File: src/rtl/flash_cmd_seq_pkg.sv
// Package: shared types and command constants of the flash command sequencer.
// Assumes command bytes sit in data bits 7..0 and unlock addresses in bits 10..0.
package flash_cmd_seq_pkg;

    typedef enum logic [1:0] {
        RM_ARRAY   = 2'd0,
        RM_AUTOSEL = 2'd1,
        RM_CFI     = 2'd2
    } rmode_e;

    typedef enum logic [3:0] {
        OP_NONE      = 4'd0,
        OP_PROG      = 4'd1,
        OP_DWPROG    = 4'd2,
        OP_BLKERASE  = 4'd3,
        OP_BANKERASE = 4'd4,
        OP_SUSPEND   = 4'd5,
        OP_RESUME    = 4'd6,
        OP_AUTOSEL   = 4'd7,
        OP_CFI       = 4'd8,
        OP_CFGWR     = 4'd9,
        OP_BYP_ENTER = 4'd10,
        OP_BYP_EXIT  = 4'd11
    } op_e;

    typedef enum logic [3:0] {
        ST_IDLE,
        ST_U1,
        ST_U2,
        ST_PG,
        ST_DW1,
        ST_DW2,
        ST_ER1,
        ST_ER2,
        ST_ER3,
        ST_CFG,
        ST_BY_IDLE,
        ST_BY_EXIT
    } seq_st_e;

    localparam int CMP_W = 11;
    localparam logic [CMP_W-1:0] ADR_KEY1  = 11'h555;
    localparam logic [CMP_W-1:0] ADR_KEY2  = 11'h2AA;
    localparam logic [CMP_W-1:0] ADR_QUERY = 11'h055;

    localparam logic [7:0] C_KEY1     = 8'hAA;
    localparam logic [7:0] C_KEY2     = 8'h55;
    localparam logic [7:0] C_READ     = 8'hF0;
    localparam logic [7:0] C_QUERY    = 8'h98;
    localparam logic [7:0] C_PROG     = 8'hA0;
    localparam logic [7:0] C_DWPROG   = 8'h40;
    localparam logic [7:0] C_ERSETUP  = 8'h80;
    localparam logic [7:0] C_IDENT    = 8'h90;
    localparam logic [7:0] C_CONFIG   = 8'h60;
    localparam logic [7:0] C_BYPASS   = 8'h20;
    localparam logic [7:0] C_BLKCONF  = 8'h30;
    localparam logic [7:0] C_BANKCONF = 8'h10;
    localparam logic [7:0] C_SUSPEND  = 8'hB0;
    localparam logic [7:0] C_CFGCONF  = 8'h03;
    localparam logic [7:0] C_BYEXIT   = 8'h00;

endpackage

File: src/rtl/flash_cmd_seq_match.sv
// Module: address/data pre-decode for command writes.
// Assumes ADDR_W >= CMP_W; compares only the low address bits and the low data byte.
module flash_cmd_seq_match
    import flash_cmd_seq_pkg::*;
#(
    parameter int ADDR_W = 20,
    parameter int DATA_W = 16
) (
    input  logic [ADDR_W-1:0] addr,
    input  logic [DATA_W-1:0] data,
    output logic [7:0]        cmd,
    output logic              at_key1,
    output logic              at_key2,
    output logic              at_query
);
    logic [CMP_W-1:0] low_addr;

    // Slice out the compared address field and the command byte.
    always_comb begin
        low_addr = addr[CMP_W-1:0];
        cmd      = data[7:0];
        at_key1  = (low_addr == ADR_KEY1);
        at_key2  = (low_addr == ADR_KEY2);
        at_query = (low_addr == ADR_QUERY);
    end
endmodule

File: src/rtl/flash_cmd_seq_erase_track.sv
// Module: remembers the last erase issued and judges suspend, resume and
// suspended-program legality. Assumes blocks are aligned on 2**BLK_SHIFT words
// and that addresses at or above BANK_SPLIT form the second bank.
module flash_cmd_seq_erase_track
    import flash_cmd_seq_pkg::*;
#(
    parameter int ADDR_W     = 20,
    parameter int BLK_SHIFT  = 15,
    parameter int BANK_SPLIT = 32'h40000
) (
    input  logic              clk,
    input  logic              rst_n,
    input  logic              issue_valid,
    input  op_e               issue_kind,
    input  logic [ADDR_W-1:0] issue_addr,
    input  logic              suspended,
    input  logic [ADDR_W-1:0] probe_addr,
    output logic              suspend_ok,
    output logic              resume_ok,
    output logic              prog_ok
);
    localparam int BLK_W = ADDR_W - BLK_SHIFT;
    localparam logic [ADDR_W-1:0] SPLIT_A = ADDR_W'(BANK_SPLIT);

    logic [BLK_W-1:0] er_blk;
    logic             er_bank;
    logic             er_is_bank;
    logic             blk_live;
    logic             probe_bank;
    logic [BLK_W-1:0] probe_blk;

    // Record the region of each erase and whether a block erase is the live one.
    always_ff @(posedge clk) begin
        if (!rst_n) begin
            er_blk     <= '0;
            er_bank    <= 1'b0;
            er_is_bank <= 1'b0;
            blk_live   <= 1'b0;
        end else if (issue_valid) begin
            if (issue_kind == OP_BLKERASE) begin
                er_blk     <= issue_addr[ADDR_W-1:BLK_SHIFT];
                er_bank    <= (issue_addr >= SPLIT_A);
                er_is_bank <= 1'b0;
                blk_live   <= 1'b1;
            end else if (issue_kind == OP_BANKERASE) begin
                er_bank    <= (issue_addr >= SPLIT_A);
                er_is_bank <= 1'b1;
                blk_live   <= 1'b0;
            end else if ((issue_kind == OP_PROG || issue_kind == OP_DWPROG) && !suspended) begin
                blk_live   <= 1'b0;
            end
        end
    end

    // Judge the current write against the recorded erase region.
    always_comb begin
        probe_bank = (probe_addr >= SPLIT_A);
        probe_blk  = probe_addr[ADDR_W-1:BLK_SHIFT];
        suspend_ok = blk_live && !suspended;
        resume_ok  = suspended && (probe_bank == er_bank);
        if (!suspended)
            prog_ok = 1'b1;
        else if (er_is_bank)
            prog_ok = (probe_bank != er_bank);
        else
            prog_ok = (probe_blk != er_blk);
    end
endmodule

File: src/rtl/flash_cmd_seq_cfg.sv
// Module: configuration word storage; loads when the sequencer confirms a write.
// Assumes PD_BIT < CFG_W.
module flash_cmd_seq_cfg #(
    parameter int CFG_W  = 16,
    parameter int PD_BIT = 10
) (
    input  logic             clk,
    input  logic             rst_n,
    input  logic             load,
    input  logic [CFG_W-1:0] value,
    output logic [CFG_W-1:0] cfg_q,
    output logic             pd_en
);
    // Hold the configuration word, cleared by reset.
    always_ff @(posedge clk) begin
        if (!rst_n)
            cfg_q <= '0;
        else if (load)
            cfg_q <= value;
    end

    // Expose the power-down enable bit.
    always_comb pd_en = cfg_q[PD_BIT];
endmodule

File: src/rtl/flash_cmd_seq_grammar.sv
// Module: the command grammar state machine. Consumes pre-decoded writes and
// legality flags, emits a combinational issue for the erase tracker and
// registered operation, abort and mode outputs. Assumes at most one write per cycle.
module flash_cmd_seq_grammar
    import flash_cmd_seq_pkg::*;
#(
    parameter int ADDR_W = 20,
    parameter int DATA_W = 16,
    parameter int CFG_W  = 16
) (
    input  logic              clk,
    input  logic              rst_n,
    input  logic              stb,
    input  logic [ADDR_W-1:0] addr,
    input  logic [DATA_W-1:0] data,
    input  logic [7:0]        cmd,
    input  logic              at_key1,
    input  logic              at_key2,
    input  logic              at_query,
    input  logic              busy,
    input  logic              suspended,
    input  logic              suspend_ok,
    input  logic              resume_ok,
    input  logic              prog_ok,
    output logic              issue_valid,
    output op_e               issue_kind,
    output logic [ADDR_W-1:0] issue_addr,
    output logic              cfg_load,
    output logic [CFG_W-1:0]  cfg_val,
    output logic              op_valid,
    output op_e               op_kind,
    output logic [ADDR_W-1:0] op_addr,
    output logic [DATA_W-1:0] op_data,
    output logic [ADDR_W-1:0] op_addr2,
    output logic [DATA_W-1:0] op_data2,
    output logic              abort_q,
    output rmode_e            mode_q,
    output logic              byp_q
);
    seq_st_e           st, st_n;
    rmode_e            mode_n;
    logic              byp_n;
    logic              brk;
    logic [ADDR_W-1:0] a1, a1_n, o_addr, o_addr2;
    logic [DATA_W-1:0] d1, d1_n, o_data, o_data2;

    // Next-state decode of one write against the grammar.
    always_comb begin
        st_n       = st;
        mode_n     = mode_q;
        byp_n      = byp_q;
        brk        = 1'b0;
        a1_n       = a1;
        d1_n       = d1;
        issue_valid = 1'b0;
        issue_kind  = OP_NONE;
        cfg_load    = 1'b0;
        cfg_val     = addr[CFG_W-1:0];
        o_addr      = addr;
        o_data      = data;
        o_addr2     = addr;
        o_data2     = data;
        if (stb) begin
            if (busy) begin
                if (cmd == C_SUSPEND && suspend_ok) begin
                    issue_valid = 1'b1;
                    issue_kind  = OP_SUSPEND;
                    st_n        = ST_IDLE;
                    mode_n      = RM_ARRAY;
                    byp_n       = 1'b0;
                end
            end else begin
                case (st)
                    ST_IDLE: begin
                        if (cmd == C_READ)
                            mode_n = RM_ARRAY;
                        else if (cmd == C_KEY1 && at_key1)
                            st_n = ST_U1;
                        else if (cmd == C_QUERY && at_query) begin
                            mode_n      = RM_CFI;
                            issue_valid = 1'b1;
                            issue_kind  = OP_CFI;
                        end else if (cmd == C_BLKCONF && resume_ok) begin
                            mode_n      = RM_ARRAY;
                            issue_valid = 1'b1;
                            issue_kind  = OP_RESUME;
                        end else
                            brk = 1'b1;
                    end
                    ST_U1: begin
                        if (cmd == C_KEY2 && at_key2)
                            st_n = ST_U2;
                        else
                            brk = 1'b1;
                    end
                    ST_U2: begin
                        st_n = ST_IDLE;
                        if (suspended) begin
                            if (cmd == C_PROG && at_key1)
                                st_n = ST_PG;
                            else
                                brk = 1'b1;
                        end else if (cmd == C_READ)
                            mode_n = RM_ARRAY;
                        else if (!at_key1)
                            brk = 1'b1;
                        else begin
                            case (cmd)
                                C_PROG:    st_n = ST_PG;
                                C_DWPROG:  st_n = ST_DW1;
                                C_ERSETUP: st_n = ST_ER1;
                                C_CONFIG:  st_n = ST_CFG;
                                C_IDENT: begin
                                    mode_n      = RM_AUTOSEL;
                                    issue_valid = 1'b1;
                                    issue_kind  = OP_AUTOSEL;
                                end
                                C_BYPASS: begin
                                    byp_n       = 1'b1;
                                    st_n        = ST_BY_IDLE;
                                    mode_n      = RM_ARRAY;
                                    issue_valid = 1'b1;
                                    issue_kind  = OP_BYP_ENTER;
                                end
                                default:   brk = 1'b1;
                            endcase
                        end
                    end
                    ST_PG: begin
                        st_n = byp_q ? ST_BY_IDLE : ST_IDLE;
                        if (prog_ok) begin
                            mode_n      = RM_ARRAY;
                            issue_valid = 1'b1;
                            issue_kind  = OP_PROG;
                        end else
                            brk = 1'b1;
                    end
                    ST_DW1: begin
                        a1_n = addr;
                        d1_n = data;
                        st_n = ST_DW2;
                    end
                    ST_DW2: begin
                        st_n    = ST_IDLE;
                        o_addr  = a1;
                        o_data  = d1;
                        if (addr[ADDR_W-1:1] == a1[ADDR_W-1:1]) begin
                            mode_n      = RM_ARRAY;
                            issue_valid = 1'b1;
                            issue_kind  = OP_DWPROG;
                        end else
                            brk = 1'b1;
                    end
                    ST_ER1: begin
                        if (cmd == C_KEY1 && at_key1)
                            st_n = ST_ER2;
                        else
                            brk = 1'b1;
                    end
                    ST_ER2: begin
                        if (cmd == C_KEY2 && at_key2)
                            st_n = ST_ER3;
                        else
                            brk = 1'b1;
                    end
                    ST_ER3: begin
                        st_n   = ST_IDLE;
                        mode_n = RM_ARRAY;
                        if (cmd == C_BLKCONF) begin
                            issue_valid = 1'b1;
                            issue_kind  = OP_BLKERASE;
                        end else if (cmd == C_BANKCONF) begin
                            issue_valid = 1'b1;
                            issue_kind  = OP_BANKERASE;
                        end else
                            brk = 1'b1;
                    end
                    ST_CFG: begin
                        st_n = ST_IDLE;
                        if (cmd == C_CFGCONF) begin
                            cfg_load    = 1'b1;
                            issue_valid = 1'b1;
                            issue_kind  = OP_CFGWR;
                        end else
                            brk = 1'b1;
                    end
                    ST_BY_IDLE: begin
                        if (cmd == C_PROG)
                            st_n = ST_PG;
                        else if (cmd == C_IDENT)
                            st_n = ST_BY_EXIT;
                        else
                            brk = 1'b1;
                    end
                    ST_BY_EXIT: begin
                        if (cmd == C_BYEXIT) begin
                            st_n        = ST_IDLE;
                            byp_n       = 1'b0;
                            mode_n      = RM_ARRAY;
                            issue_valid = 1'b1;
                            issue_kind  = OP_BYP_EXIT;
                        end else
                            brk = 1'b1;
                    end
                    default: brk = 1'b1;
                endcase
            end
        end
        if (brk) begin
            st_n   = ST_IDLE;
            mode_n = RM_ARRAY;
            byp_n  = 1'b0;
        end
        issue_addr = o_addr;
    end

    // Sequence state, mode, bypass flag and first-word capture.
    always_ff @(posedge clk) begin
        if (!rst_n) begin
            st     <= ST_IDLE;
            mode_q <= RM_ARRAY;
            byp_q  <= 1'b0;
            a1     <= '0;
            d1     <= '0;
        end else begin
            st     <= st_n;
            mode_q <= mode_n;
            byp_q  <= byp_n;
            a1     <= a1_n;
            d1     <= d1_n;
        end
    end

    // Registered operation request and abort pulse.
    always_ff @(posedge clk) begin
        if (!rst_n) begin
            op_valid <= 1'b0;
            op_kind  <= OP_NONE;
            op_addr  <= '0;
            op_data  <= '0;
            op_addr2 <= '0;
            op_data2 <= '0;
            abort_q  <= 1'b0;
        end else begin
            op_valid <= issue_valid;
            abort_q  <= brk;
            if (issue_valid) begin
                op_kind  <= issue_kind;
                op_addr  <= o_addr;
                op_data  <= o_data;
                op_addr2 <= o_addr2;
                op_data2 <= o_data2;
            end
        end
    end
endmodule

File: src/rtl/flash_cmd_seq.sv
// Module: top of the flash command interface sequencer. Wires the pre-decode,
// grammar, erase tracker and configuration word. Assumes writes arrive already
// synchronized as one-cycle strobes and that ADDR_W >= 16.
module flash_cmd_seq
    import flash_cmd_seq_pkg::*;
#(
    parameter int ADDR_W     = 20,
    parameter int DATA_W     = 16,
    parameter int BLK_SHIFT  = 15,
    parameter int BANK_SPLIT = 32'h40000
) (
    input  logic              clk,
    input  logic              rst_n,
    input  logic              wr_stb,
    input  logic [ADDR_W-1:0] wr_addr,
    input  logic [DATA_W-1:0] wr_data,
    input  logic              busy,
    input  logic              suspended,
    output logic              op_valid,
    output logic [3:0]        op_kind,
    output logic [ADDR_W-1:0] op_addr,
    output logic [DATA_W-1:0] op_data,
    output logic [ADDR_W-1:0] op_addr2,
    output logic [DATA_W-1:0] op_data2,
    output logic              abort_pulse,
    output logic [1:0]        read_mode,
    output logic              in_bypass,
    output logic [15:0]       cfg_word,
    output logic              pd_enable
);
    localparam int CFG_W  = 16;
    localparam int PD_BIT = 10;

    logic [7:0]        cmd;
    logic              at_key1, at_key2, at_query;
    logic              suspend_ok, resume_ok, prog_ok;
    logic              issue_valid;
    op_e               issue_kind;
    logic [ADDR_W-1:0] issue_addr;
    logic              cfg_load;
    logic [CFG_W-1:0]  cfg_val;
    op_e               kind_q;
    rmode_e            mode_q;

    flash_cmd_seq_match #(.ADDR_W(ADDR_W), .DATA_W(DATA_W)) u_match (
        .addr(wr_addr), .data(wr_data), .cmd(cmd),
        .at_key1(at_key1), .at_key2(at_key2), .at_query(at_query)
    );

    flash_cmd_seq_erase_track #(
        .ADDR_W(ADDR_W), .BLK_SHIFT(BLK_SHIFT), .BANK_SPLIT(BANK_SPLIT)
    ) u_track (
        .clk(clk), .rst_n(rst_n),
        .issue_valid(issue_valid), .issue_kind(issue_kind), .issue_addr(issue_addr),
        .suspended(suspended), .probe_addr(wr_addr),
        .suspend_ok(suspend_ok), .resume_ok(resume_ok), .prog_ok(prog_ok)
    );

    flash_cmd_seq_grammar #(.ADDR_W(ADDR_W), .DATA_W(DATA_W), .CFG_W(CFG_W)) u_gram (
        .clk(clk), .rst_n(rst_n),
        .stb(wr_stb), .addr(wr_addr), .data(wr_data), .cmd(cmd),
        .at_key1(at_key1), .at_key2(at_key2), .at_query(at_query),
        .busy(busy), .suspended(suspended),
        .suspend_ok(suspend_ok), .resume_ok(resume_ok), .prog_ok(prog_ok),
        .issue_valid(issue_valid), .issue_kind(issue_kind), .issue_addr(issue_addr),
        .cfg_load(cfg_load), .cfg_val(cfg_val),
        .op_valid(op_valid), .op_kind(kind_q),
        .op_addr(op_addr), .op_data(op_data),
        .op_addr2(op_addr2), .op_data2(op_data2),
        .abort_q(abort_pulse), .mode_q(mode_q), .byp_q(in_bypass)
    );

    flash_cmd_seq_cfg #(.CFG_W(CFG_W), .PD_BIT(PD_BIT)) u_cfg (
        .clk(clk), .rst_n(rst_n), .load(cfg_load), .value(cfg_val),
        .cfg_q(cfg_word), .pd_en(pd_enable)
    );

    // Present enum-typed state on plain-vector ports.
    always_comb begin
        op_kind   = kind_q;
        read_mode = mode_q;
    end
endmodule

File: config.mk
export PLATFORM = sky130hd
export DESIGN_NAME = flash_cmd_seq
export DESIGN_NICKNAME = d
export VERILOG_FILES = /design/src/rtl/flash_cmd_seq_pkg.sv /design/src/rtl/flash_cmd_seq_match.sv /design/src/rtl/flash_cmd_seq_erase_track.sv /design/src/rtl/flash_cmd_seq_cfg.sv /design/src/rtl/flash_cmd_seq_grammar.sv /design/src/rtl/flash_cmd_seq.sv
export SDC_FILE = /design/constraint.sdc
export NUM_CORES = 1
export LEC_CHECK = 0
export BUFFER_PORTS_ARGS = -buffer_cell sky130_fd_sc_hd__buf_2
export CORE_ASPECT_RATIO = 1.1
export CORE_MARGIN = 3
export CORE_UTILIZATION = 40
export DETAILED_ROUTE_END_ITERATION = 8
export PLACE_DENSITY = 0.64
export SETUP_SLACK_MARGIN = 0.05
export SYNTH_ARGS = -nofsm -noshare
export SYNTH_HDL_FRONTEND = slang
export SYNTH_SLANG_ARGS = --single-unit
File: constraint.sdc
create_clock -name clk -period 4.45 [get_ports clk]
set_clock_uncertainty 0.05 [all_clocks]
set_input_delay 0.445 -clock clk [delete_from_list [all_inputs] [get_ports clk]]
set_output_delay 0.445 -clock clk [all_outputs]
set_load 0.005 [all_outputs]
==> metrics.md <==
| Metric | Value |
|---|---|
| Max_cap viols | `0` |
| N_diodes | `0` |
| Share of layout cells above drive strength 1 | `0.2115` |
| Core area | `16490 sq um` |
| Drt first pass iters | `5` |
| Synth warn | `0` |
| Worst reg2reg path depth | `8` |
| Gate Count Post-Synth | `slightly above 800` |
| Commonest cells after routing, fill and taps aside | `nand2_1 (185), dfxtp_1 (145), buf_2 (138)` |
| Filler cells | `1642` |
| Crit path max fanout | `60` |
| Clk sink count | `145` |
| # port buffers | `around 140` |
| Final Hold Viols | `0` |
| Cell taking the most area after synthesis | `dfxtp_1` |
| Fin crit share | `0.7407` |
| Worst path required time | `4.73 ns` |
| Setup crit start kind | `flip-flop` |
| Hold Path Depth | `3` |
| CTS resizes | `0` |
| Layout area overhead | `19.94%` |
| Routed len/inst | `approximately 17 um` |
| First-pass GRT wire length | `about 31000 um` |
| Initial antenna violation count | `0` |
| Largest net degree at the start of global routing | `70` |
| Worst-path clk slew | `0.06 ns` |
| RSZ-0062 raised after global routing | `false` |
| LEAKAGE | `3.359 nW` |
| R2R Setup Slk | `1.15 ns` |
| Synth Net Count | `868` |
| Slew margin rel. | `0.2870` |
| I/O pin total | `139` |
| Worst flop-to-flop path startpoint | `u_gram.st[1]$_SDFFE_PP0P_` |
| Peak VDD IR | `0.3093 mV` |
| Worst Setup End Kind | `flip-flop` |
| Total track usage | `0.2108` |
| Fin crit period | `between 3 and 4 ns` |
| Flops & latches, synth | `145` |
| Share of the synthesized area in the top cell type | `0.4287` |
| Hold Path Origin | `wr_data[15]` |
| Num CTS Buffers | `17` |
| Crit path cell chain | `nor4b_2, buf_4, and2_1, a31oi_1, a21boi_2, a41o_2, nand2_1, a21oi_1` |
| Routed WL | `19550 um` |
| H-tree depth | `4` |
| FF+latch area | `between 2000 and 3000 sq um` |
| Nets | `966` |
| Post-synth top flop | `dfxtp_1` |
| Skew-Pair Late Insertion Delay | `~0.41 ns` |
| Worst-margin pin slew | `1.070 ns` |
| Post-synth EDFFs | `0` |
| Setup TNS Final | `0 ns` |
| Non-filler instance count after layout | `1140` |
| Vias in the first global route | `5869` |
| Commonest non-fill, non-tap cell in the layout | `nand2_1` |
| Die width | `~130 um` |
| Starting density of the core | `0.4106` |
| CTS tree | `yes` |
| Cell Rows | `49` |
| Die ar. | `between 15000 and 20000 sq um` |
| Die Ht | `142.5 um` |
| Hold EP | `u_gram.d1[15]$_SDFFE_PN0P_` |
| Root buffer cell | `clkbuf_16` |
| Mapped cell area | `6771 sq um` |
| Asr flop ratio synth | `0` |
| Critical path class | `flip-flop to flip-flop` |
| Detailed placement HPWL | `about 13000 um` |
| Cts hold-fix bufs | `0` |
| Unique cell type count in the Yosys netlist | `71` |
| # setup viols final | `0` |
| Vias per std cell | `5.489` |
| Min-Delay Path Class | `primary input to flip-flop` |
| Inst Count DP | `1110` |
| Worst r2r dst | `u_gram.op_data2[10]$_SDFFE_PN0P_` |
| GRT Residual Overflow | `0` |
| FMAX | `303.4 MHz` |
| Area occupied by multi-input gates | `3530 sq um` |
| DRT iter0 DRCs | `approximately 620` |
| Final ANT Viol Nets | `0` |
| Post-CTS Setup Bufs | `0` |
| Slowest stage delay, CP | `slightly above 0.9 ns` |
| Worst Path Arrival | `approximately 3.6 ns` |
| DR DRC count | `0` |
| CTS max path bufs | `2` |
| Syn_area_per_cell | `8.188 sq um` |
| Pwr dens | `385.5 nW/um^2` |
| Max stage delay cell, worst path | `a41o_2` |
| Synth area leaders | `dfxtp_1 (43%), nand2_1 (10%), a21oi_1 (8.9%), mux2i_1 (6.1%), nor2_1 (3.3%)` |
| Slew Limit Fails | `0` |
| Outcome | `complete, no violations` |
| Via Count | `6258` |
| Placer Congestion | `0.9159` |
| Sequential share of the synthesized area | `0.4287` |
==> kinds of logic (layout without fill, tap and decap cells) <==
logic type / count (synthesis) / in the layout / synth area share
muxes: 41 / 41 / 0.06061
adders and majority gates: 1 / 1 / 0.001478
DFF: 145 / 145 / 0.4287
AOI/OAI and AO/OA: 204 / 204 / 0.1874
buffers and inverters: 73 / 182 / 0.05044
xor gates and xnor gates: 25 / 25 / 0.03234
and+or+nand+nor: 338 / 338 / 0.2391
==> sequential cells by signal, summed over array words and instances, names as in the netlist, 2 cells and up <==
register and count:
u_gram.a1 20, u_gram.op_addr2 20, u_gram.op_addr 20, u_cfg.cfg_q 16
u_gram.d1 16, u_gram.op_data2 16, u_gram.op_data 16, u_track.er_blk 5
u_gram.op_kind 4, u_gram.st 4, u_gram.mode_q 2
==> synthesized netlist by cell type, types with 6 or more instances <==
cell type	n
buf_2	18
a21oi_1	120
buf_4	8
nor3_1	6
nor2_1	59
xnor2_1	24
mux2i_1	41
nand4_1	13
and3_1	6
clkbuf_1	39
nand2b_1	9
nand2_1	185
a211oi_1	20
nand3_1	10
dfxtp_1	145
nor2b_1	7
o21ai_0	11
==> worst max path at each step <==
| stage | startpoint | end | slack [ns] |
|---|---|---|---|
| global route | u_gram.st[1]$_SDFFE_PP0P_ | u_gram.op_data2[1]$_SDFFE_PN0P_ | 0.86 |
| CTS | u_gram.st[1]$_SDFFE_PP0P_ | u_gram.op_addr[5]$_SDFFE_PN0P_ | 1.18 |
| floorplan | wr_addr[18] | u_gram.op_kind[0]$_SDFFE_PN0P_ | 1.97 |
| finish | u_gram.st[1]$_SDFFE_PP0P_ | u_gram.op_data2[10]$_SDFFE_PN0P_ | 1.15 |
| detailed placement | wr_data[0] | u_gram.op_addr[5]$_SDFFE_PN0P_ | 1.01 |
| global placement | wr_data[0] | u_gram.op_addr2[0]$_SDFFE_PN0P_ | 1.06 |
==> cell type report <==
cell class	instances	share of cell area
Sequential cell	145	0.3574
Timing Repair Buffer	147	0.09336
Clock inverter	11	0.02480
Multi-Input combinational cell	609	0.4346
Inverter	5	0.002619
Clock buffer	19	0.05577
Tap cell	204	0.03143
==> per-stage QoR <==
stage,total power [mW],hold slack [ns],worst slack (ns),cell area (sq um),utilization
finish,3.131,0.2486,1.154,8122,0.4925
global route,3.247,0.2308,0.8595,8122,0.4925
CTS,3.160,0.2281,1.184,8122,0.4925
detailed placement,1.582,0.3941,1.009,7467,0.4528
global placement,1.582,0.3885,1.056,7467,0.4528
floorplan,1.490,0.3857,1.965,6771,-
==> where the power goes <==
| group | internal [mW] | switching [mW] |
|---|---|---|
| clock | 1.03 | 0.554 |
| sequential | 1.32 | 0.0126 |
| combinational | 0.0744 | 0.140 |
==> critical path, delay by kind of cell, from the launching register on <==
family / cells / cell delay (ns)
compound gates: 4 / 1.70
buf+inv: 1 / 0.18
flops: 1 / 0.58
simple gates: 3 / 0.64
==> metal layers <==
metal / wire length (um) / GRT usage / part of all wire / vias up
li1: - / - / - / 3086
met1: 8617 / 0.2808 / 0.44 / 2939
met2: 9196 / 0.3304 / 0.47 / 209
met3: 1435 / 0.06532 / 0.073 / 24
met4: 295 / 0.05963 / 0.015 / 0
met5: 0 / 0 / 0 / -
Note: power is estimated with default switching activity, not from simulation.
